File: config.mk
export PLATFORM = sky130hd
export DESIGN_NAME = i2c_rx_slave
export DESIGN_NICKNAME = d
export VERILOG_FILES = /design/src/rtl/i2c_rx_pkg.sv /design/src/rtl/i2c_line_sync.sv /design/src/rtl/i2c_rx_engine.sv /design/src/rtl/i2c_rx_slave.sv
export SDC_FILE = /design/constraint.sdc
export NUM_CORES = 1
export LEC_CHECK = 0
export ABC_AREA = 1
export BUFFER_PORTS_ARGS = -buffer_cell sky130_fd_sc_hd__buf_2
export CORE_MARGIN = 2
export CORE_UTILIZATION = 56
export CTS_CLUSTER_SIZE = 25
export DETAILED_ROUTE_END_ITERATION = 12
export HOLD_SLACK_MARGIN = 0.02
export PLACE_DENSITY = 0.79
export SYNTH_ARGS = -nofsm -noshare
export SYNTH_HDL_FRONTEND = slang
export SYNTH_HIERARCHICAL = 1
export SYNTH_SLANG_ARGS = --single-unit
File: constraint.sdc
create_clock -name clk_i -period 2.05 [get_ports clk_i]
set_input_delay 0.1025 -clock clk_i [delete_from_list [all_inputs] [get_ports clk_i]]
set_output_delay 0.1025 -clock clk_i [all_outputs]
set_load 0.1 [all_outputs]
File: src/rtl/i2c_rx_pkg.sv
package i2c_rx_pkg;
  localparam int unsigned ADDR_W = 7;
  localparam int unsigned BYTE_W = ADDR_W + 1;
  localparam int unsigned CNT_W  = $clog2(BYTE_W);

  typedef enum logic [2:0] {
    ST_IDLE,
    ST_ADDR,
    ST_DATA,
    ST_ACK_WAIT,
    ST_ACK
  } rx_state_e;
endpackage

File: src/rtl/i2c_line_sync.sv
module i2c_line_sync #(
  parameter int unsigned STAGES = 2
) (
  input  logic clk_i,
  input  logic rst_ni,
  input  logic line_i,
  output logic level_o,
  output logic rise_o,
  output logic fall_o
);
  logic [STAGES:0] sh_q;

  always_ff @(posedge clk_i or negedge rst_ni) begin
    if (!rst_ni) sh_q <= '1;
    else         sh_q <= {sh_q[STAGES-1:0], line_i};
  end

  assign level_o = sh_q[STAGES-1];
  assign rise_o  = sh_q[STAGES-1] & ~sh_q[STAGES];
  assign fall_o  = ~sh_q[STAGES-1] & sh_q[STAGES];
endmodule

File: src/rtl/i2c_rx_engine.sv
module i2c_rx_engine
  import i2c_rx_pkg::*;
(
  input  logic              clk_i,
  input  logic              rst_ni,
  input  logic              scl_lvl_i,
  input  logic              scl_rise_i,
  input  logic              scl_fall_i,
  input  logic              sda_lvl_i,
  input  logic              sda_rise_i,
  input  logic              sda_fall_i,
  input  logic [ADDR_W-1:0] own_addr_i,
  input  logic              accept_i,
  output logic              byte_done_o,
  output logic [BYTE_W-1:0] rx_byte_o,
  output logic              sda_oe_o
);
  rx_state_e         state_q;
  logic [BYTE_W-1:0] shreg_q;
  logic [CNT_W-1:0]  cnt_q;
  logic              ack_q;
  logic              oe_q;

  logic start_det, stop_det, in_byte, last_bit, addr_hit;

  assign start_det = sda_fall_i & scl_lvl_i;
  assign stop_det  = sda_rise_i & scl_lvl_i;
  assign rx_byte_o = {shreg_q[BYTE_W-2:0], sda_lvl_i};
  assign in_byte   = (state_q == ST_ADDR) || (state_q == ST_DATA);
  assign last_bit  = scl_rise_i && in_byte && (cnt_q == CNT_W'(BYTE_W - 1));
  assign addr_hit  = (rx_byte_o[BYTE_W-1:1] == own_addr_i) && !rx_byte_o[0];
  // completed byte that the host side must account for
  assign byte_done_o = last_bit && !start_det && !stop_det &&
                       ((state_q == ST_DATA) || addr_hit);
  assign sda_oe_o = oe_q;

  always_ff @(posedge clk_i or negedge rst_ni) begin
    if (!rst_ni) begin
      state_q <= ST_IDLE;
      shreg_q <= '0;
      cnt_q   <= '0;
      ack_q   <= 1'b0;
      oe_q    <= 1'b0;
    end else if (start_det) begin
      state_q <= ST_ADDR;
      cnt_q   <= '0;
      oe_q    <= 1'b0;
    end else if (stop_det) begin
      state_q <= ST_IDLE;
      oe_q    <= 1'b0;
    end else begin
      unique case (state_q)
        ST_ADDR, ST_DATA: begin
          if (scl_rise_i) begin
            shreg_q <= rx_byte_o;
            cnt_q   <= cnt_q + 1'b1;
            if (last_bit) begin
              if (state_q == ST_ADDR && !addr_hit) begin
                state_q <= ST_IDLE;
              end else begin
                state_q <= ST_ACK_WAIT;
                ack_q   <= accept_i;
              end
            end
          end
        end
        ST_ACK_WAIT: begin
          if (scl_fall_i) begin
            oe_q    <= ack_q;
            state_q <= ST_ACK;
          end
        end
        ST_ACK: begin
          if (scl_fall_i) begin
            oe_q    <= 1'b0;
            cnt_q   <= '0;
            state_q <= ST_DATA;
          end
        end
        default: ;
      endcase
    end
  end


  oe_rise_chk: assert property (@(posedge clk_i) disable iff (!rst_ni)
    $rose(sda_oe_o) |-> $past(state_q) == ST_ACK_WAIT);

  stop_release_chk: assert property (@(posedge clk_i) disable iff (!rst_ni)
    stop_det |=> !sda_oe_o);
endmodule

File: src/rtl/i2c_rx_slave.sv
module i2c_rx_slave
  import i2c_rx_pkg::*;
#(
  parameter int unsigned SYNC_STAGES = 2
) (
  input  logic              clk_i,
  input  logic              rst_ni,
  input  logic              scl_i,
  input  logic              sda_i,
  output logic              sda_oe_o,
  input  logic [ADDR_W-1:0] own_addr_i,
  input  logic              rd_strobe_i,
  input  logic              ovf_clr_i,
  input  logic              irq_clr_i,
  output logic [BYTE_W-1:0] rxbuf_o,
  output logic              buf_full_o,
  output logic              ovf_o,
  output logic              irq_o
);
  logic scl_lvl, scl_rise, scl_fall;
  logic sda_lvl, sda_rise, sda_fall;
  logic byte_done, accept;
  logic [BYTE_W-1:0] rx_byte;

  logic [BYTE_W-1:0] rx_buf_q;
  logic              buf_full_q, ovf_q, irq_q;

  i2c_line_sync #(.STAGES(SYNC_STAGES)) u_scl_sync (
    .clk_i, .rst_ni, .line_i(scl_i),
    .level_o(scl_lvl), .rise_o(scl_rise), .fall_o(scl_fall)
  );

  i2c_line_sync #(.STAGES(SYNC_STAGES)) u_sda_sync (
    .clk_i, .rst_ni, .line_i(sda_i),
    .level_o(sda_lvl), .rise_o(sda_rise), .fall_o(sda_fall)
  );

  i2c_rx_engine u_engine (
    .clk_i, .rst_ni,
    .scl_lvl_i(scl_lvl), .scl_rise_i(scl_rise), .scl_fall_i(scl_fall),
    .sda_lvl_i(sda_lvl), .sda_rise_i(sda_rise), .sda_fall_i(sda_fall),
    .own_addr_i,
    .accept_i(accept),
    .byte_done_o(byte_done),
    .rx_byte_o(rx_byte),
    .sda_oe_o
  );

  // a read in the commit cycle frees the slot first
  assign accept = (!buf_full_q || rd_strobe_i) && !ovf_q;

  always_ff @(posedge clk_i or negedge rst_ni) begin
    if (!rst_ni) begin
      rx_buf_q   <= '0;
      buf_full_q <= 1'b0;
      ovf_q      <= 1'b0;
      irq_q      <= 1'b0;
    end else begin
      if (byte_done && accept) begin
        rx_buf_q   <= rx_byte;
        buf_full_q <= 1'b1;
      end else if (rd_strobe_i) begin
        buf_full_q <= 1'b0;
      end

      if (byte_done && !accept) ovf_q <= 1'b1;
      else if (ovf_clr_i)       ovf_q <= 1'b0;

      if (byte_done)      irq_q <= 1'b1;
      else if (irq_clr_i) irq_q <= 1'b0;
    end
  end

  assign rxbuf_o    = rx_buf_q;
  assign buf_full_o = buf_full_q;
  assign ovf_o      = ovf_q;
  assign irq_o      = irq_q;


  buf_hold_chk: assert property (@(posedge clk_i) disable iff (!rst_ni)
    (byte_done && buf_full_q && !rd_strobe_i) |=> $stable(rx_buf_q) && ovf_q);

  ovf_block_chk: assert property (@(posedge clk_i) disable iff (!rst_ni)
    (byte_done && ovf_q) |=> $stable(rx_buf_q) && ovf_q);

  full_clear_chk: assert property (@(posedge clk_i) disable iff (!rst_ni)
    $fell(buf_full_q) |-> $past(rd_strobe_i));

  ovf_clear_chk: assert property (@(posedge clk_i) disable iff (!rst_ni)
    $fell(ovf_q) |-> $past(ovf_clr_i) && !$past(byte_done));

  irq_clear_chk: assert property (@(posedge clk_i) disable iff (!rst_ni)
    $fell(irq_q) |-> $past(irq_clr_i) && !$past(byte_done));

  read_commit_chk: assert property (@(posedge clk_i) disable iff (!rst_ni)
    (byte_done && rd_strobe_i && !ovf_q) |=> buf_full_q);
endmodule

### Word-level counts from Yosys, hierarchy flattened

Cells that the tools add are included.

* logic and storage cells: 94
* bits in read-only memories: 0
* output and inout bits: 12
* input bits: 14
* register bits after elaboration: 32
* memories: 0
* latch bits: 0
* RAM bits: 0

* multiply operators: 0
* $add $sub $neg: 1
* reductions and logical operators: 32
* bitwise logic cells: 13
* equality and inequality tests: 13
* $lt $le $gt $ge: 0
* div/mod/pow operators: 0
* shifts and indexed selects: 0
* multiplexer cells: 24

Operators with widths (number)
* 3-bit two-way mux: 10
* 1-bit logical AND: 10
* 1-bit two-way mux: 10
* 3-bit case mux with 3 select lines: 1
* 4-bit by 1-bit != test with 1-bit output, second input constant: 2
* 4-bit by 2-bit != test with 1-bit output, second input constant: 2
* 4-bit AND reduction: 2
* 7-bit equality test: 1
* 1-bit logical NOT: 7
* 1-bit NOT: 7
* 1-bit AND: 6
* 3-bit by 2-bit equality test with 1-bit output, second input constant: 2
* 3-bit equality test, second input constant: 2
* 3-bit case mux with 2 select lines: 1
* 6-bit AND reduction: 1
* 2-bit nonzero test: 3
* 5-bit AND reduction: 1
* 5-bit nonzero test: 1
* 4-bit nonzero test: 1
* 3-bit by 1-bit adder with 3-bit output, second input constant: 1
* 3-bit by 1-bit equality test with 1-bit output, second input constant: 1
* 1-bit logical OR: 3
* 3-bit by 1-bit != test with 1-bit output, second input constant: 1
* 3-bit by 2-bit != test with 1-bit output, second input constant: 1
* other kinds (6): 6

### Longest topological paths before layout

* word-level depth: 10
* depth in mapped cells: 14
* mapped depth without buffers: 14

### Cells and area by module

Netlist, hierarchy kept.

Modules (own cells, without submodules)
* i2c_rx_engine: instances 1, seq. area each 375.4 um2, area an instance 1009.7 um2, cells an instance 141
* i2c_rx_slave: instances 1, seq. area each 275.3 um2, area an instance 490.5 um2, cells an instance 49
* i2c_line_sync: instances 2, seq. area each 78.8 um2, area an instance 93.8 um2, cells an instance 7

### Least setup slack after synthesis

No wires, ideal clock.

* path type: register to register
* start: reg u_sda_sync.sh_q[1]
* end: reg rx_buf_q[0] (netlist: rxbuf_o[0])
* required time: 1928 ps
* period minus slack after synthesis: 1729 ps
* setup time: 122 ps
* arrival: 1607 ps
* path buffers: 0
* cell stages (with the launch flop): 14
* path slack: 321 ps
* path through: dfstp_2 nor2_1 nand2_2 inv_4 nor2_8 inv_2 nor2_4 nand2_4 inv_2 nand3_2 inv_1 nand3_2 nand2_1 nand2_1

* word-level cells in the longest chain between the ends: 8
* elaborated cells on any way between the ends: 14
* those cells by class: bitwise (5); reduce/logical (9)

RTL lines
* start: declaration: line i2c_line_sync.sv:11 `logic [STAGES:0] sh_q;`
* start signal: assignment: line i2c_line_sync.sv:15 `else sh_q <= {sh_q[STAGES-1:0], line_i};`
* 1-bit NOT: line i2c_line_sync.sv:20 `assign fall_o = ~sh_q[STAGES-1] & sh_q[STAGES];`
* 1-bit AND: line i2c_line_sync.sv:20
* named net sda_fall: line i2c_rx_slave.sv:21 `logic sda_lvl, sda_rise, sda_fall;`
* 1-bit AND: line i2c_rx_engine.sv:26 `assign start_det = sda_fall_i & scl_lvl_i;`
* 1-bit logical NOT: line i2c_rx_engine.sv:33 `assign byte_done_o = last_bit && !start_det && !stop_det &&`
* 1-bit logical AND (3 in a row): line i2c_rx_engine.sv:33
* named net byte_done: line i2c_rx_slave.sv:22 `logic byte_done, accept;`
* 1-bit logical AND: line i2c_rx_slave.sv:59 `if (byte_done && accept) begin`
* end signal: assignment: line i2c_rx_slave.sv:60 `rx_buf_q <= rx_byte;`
* end: declaration: line i2c_rx_slave.sv:25 `logic [BYTE_W-1:0] rx_buf_q;`

The timed path passes the listed nets, and every way through them passes these cells.
A chain may end at the register's enable or synchronous reset.

### Final worst setup path

* start: reg u_sda_sync.sh_q[1]
* end: reg rx_buf_q[6] (netlist: rxbuf_o[6])

Same word-level chain as after synthesis.

==> summary.md <==
| Metric | Value |
|---|---|
| Buffers plus inverters on the worst setup path | 4 |
| HP Class | in2reg |
| Synth area leader | dfrtp_1 |
| Reg-to-reg slack, setup | 0.18 ns |
| Wirelength per Cell | roughly 11 um |
| Status | finished with violations |
| Clk sinks | 32 |
| Avg Cell Area, Syn | 8.27 sq um |
| Synth cell types | 26 |
| Post-DRT Antenna Nets | 0 |
| Final Slew Violations | 0 |
| Synth top area share | 0.385 |
| PortBufs | 25 |
| Pwr per Cell Area | between 1000 and 1500 nW/um^2 |
| GRT Resource Usage Total | 0.209 |
| Critical-path top delay cell | dfstp_2 |
| Clk pin slew, worst setup/hold paths | 0.10 ns |
| Nets | roughly 260 |
| Max Freq | ~540 MHz |
| Gate Count Post-Synth | ~200 |
| RSZ-0062 raised after global routing | true |
| Vias per inst | roughly 5 |
| Clk buf depth | 2 |
| Maximum vdd drop | roughly 0.00069 V |
| Cell family with most CP delay | simple AND/OR/NAND/NOR gates |
| Critical Path Source | u_sda_sync/sh_q[1] |
| Number of top-level pins | 26 |
| Critical path's largest stage delay | slightly below 0.6 ns |
| Worst endpoint data arrival time | 2.10 ns |
| Vias in the first global route | 1280 |
| LEAKAGE | around 0.0011 uW |
| Total Wirelength | 3060 um |
| Final Cycle Share | 0.910 |
| CORE AREA | between 2000 and 3000 sq um |
| RR Startpoint | u_sda_sync/sh_q[1] |
| Total number of vias | between 1000 and 1500 |
| Pin count of the biggest net entering global routing | 33 |
| Initial antenna violation count | 0 |
| Minimum clock period | approximately 1.9 ns |
| Ant. Diodes | 0 |
| Setup TNS | 0 ns |
| Synthesized area | about 1700 sq um |
| Post-route insts no fill | around 270 |
| GR Overflow Total | 0 |
| Yosys warning count | 6 |
| Residual DRC count | 3 |
| Global-route wire length before repair | between 5000 and 6000 um |
| CP required | 2.28 ns |
| Crit-path max FO | 9 |
| Hold_sp | rd_strobe_i |
| Slew headroom | 0.551 |
| Post-Syn Nets | 220 |
| Die Y | a little under 60 um |
| Area growth from synthesis to layout | 14.8% |
| Hold Vio Cnt, Final | 0 |
| Initial Util | 0.602 |
| Hold Slack | roughly 0.19 ns |
| Chain of cells forming the critical path | nor2_1 -> nand2_2 -> inv_4 -> nor2_8 -> inv_2 -> nor2_4 -> nand2_4 -> inv_2 -> nand3_2 -> inv_1 -> nand3_2 -> nand2_1 -> nand2_1 |
| HPWL after DPL | 2180 um |
| Drt initial violations | between 40 and 50 |
| Synth area leaders | dfrtp_1, nand2_1, dfstp_2, inv_1, nand2_2 |
| Post-Place Cells | between 200 and 300 |
| Floorplan row count | 19 |
| CTS Buf Count | 5 |
| Seq/Total Area, Yosys | 0.479 |
| Least-Margin Pin Slew | 0.673 ns |
| Crit path capture type | flop |
| Setup Skew | ~0.014 ns |
| Critical path launch point type | flop |
| Endpoints failing setup | 0 |
| Root Buffer | clkbuf_4 |
| Seq cells post-synth | 32 |
| WS Path Type | reg2reg |
| Detailed Routing Iterations Pass 1 | 10 |
| Die area | 3470 sq um |
| Die extent in x | approximately 59 um |
| Fraction of final layout cells with drive strength greater than 1 | 0.317 |
| Clk_lat worst skew | 0.33 ns |
| Failing checks | design-rule violations |
| CTS tree | yes |
| Cts repair resizes | 0 |
| Routability congestion estimate | around 0.85 |
| Max Cap Viol | 0 |
| Htree depth | 2 |
[registers in the layout, summed over array words and instances, names as in the netlist, 3 cells and up]
| register | count |
|---|---|
| u_engine/state_q | 3 |
| u_engine/cnt_q | 3 |
| rxbuf_o | 8 |
| u_engine/shreg_q | 7 |
| u_scl_sync/sh_q | 3 |
| u_sda_sync/sh_q | 3 |
[per-layer routing]
layer	global-route usage	part of all wire
met1	0.282	0.48
met2	0.317	0.45
met4	0.0844	0.011
met5	0	0
met3	0.0593	0.060
[cell type report]
type,instances,area [sq um]
clock buffers,8,68.8
fillers,237,867
inverters,37,141
multi-input cells,130,683
flip-flops and latches,32,808
well taps,31,38.8
repair buffers,33,198
[path summary, 6_finish.rpt]
| check | end | cells after the start |
|---|---|---|
| setup / recovery | rxbuf_o[6] | 13 |
| hold reg to reg | u_sda_sync/sh_q[1] | 0 |
| setup reg to reg | rxbuf_o[6] | 13 |
| min in group asynchronous | irq_o | 2 |
| max in group asynchronous | u_engine/cnt_q[1] | 2 |
| hold / removal | buf_full_o | 4 |
[kinds of logic (layout without fill, tap and decap cells)]
group	Yosys count	in the layout	synth area share
and+or+nand+nor	110	110	0.315
buffers and inverters	42	78	0.116
AOI/OAI and AO/OA	18	18	0.0749
DFF	32	32	0.479
adders and majority gates	2	2	0.0148
[cell usage after synthesis (all sizes together)]
library cell / number
buf: 4
a22oi: 1
ha: 2
nand3: 9
clkbuf: 1
inv: 37
nand2: 76
nor3: 1
nor2: 15
o21ai: 12
nand4: 9
dfrtp: 26
o21bai: 1
dfstp: 6
a21oi: 4
[through the flow]
stage               setup slack, ns  power [uW]  area (sq um)   util
detailed placement            0.185        1770          1820  0.649
global route               -0.00498        2350          1940  0.691
floorplan                     0.321        1600          1690      -
finish                        0.184        2180          1940  0.691
CTS                           0.175        2190          1940  0.691
global placement              0.240        1750          1820  0.649
[report_power, final]
part           leakage [uW]  switching (uW)  internal, uW
registers          0.000411             125           777
clock network     0.0000386             211           202
logic              0.000662             585           276
[cell usage in the layout, fill, tap and decap left out, types with 4 or more instances in the layout]
| cell type | synthesis | final |
|---|---|---|
| nand2_2 | 11 | 11 |
| dfstp_2 | 6 | 6 |
| nand3_1 | 6 | 6 |
| clkbuf_4 | 0 | 5 |
| nand4_1 | 9 | 9 |
| dfrtp_1 | 26 | 26 |
| nor2_1 | 12 | 12 |
| inv_1 | 29 | 29 |
| nand2_1 | 63 | 63 |
| o21ai_1 | 4 | 4 |
| o21ai_2 | 7 | 7 |
| a21oi_1 | 4 | 4 |
| dlygate4sd3_1 | 0 | 5 |
| inv_2 | 7 | 7 |
| buf_2 | 0 | 25 |
[tightest hold or removal path: stages]
cell,delay [ns]
buf_2,0.07
inv_1,0.04
nand2_2,0.20
nand2_1,0.08
[repair_timing]
item                                   4_1_cts  5_1_grt
setup endpoints to repair                    0        2
endpoints found under the hold margin       30        0
buffers inserted                             0        0
hold buffers                                 5        0
(Power assumes the default switching activity.)
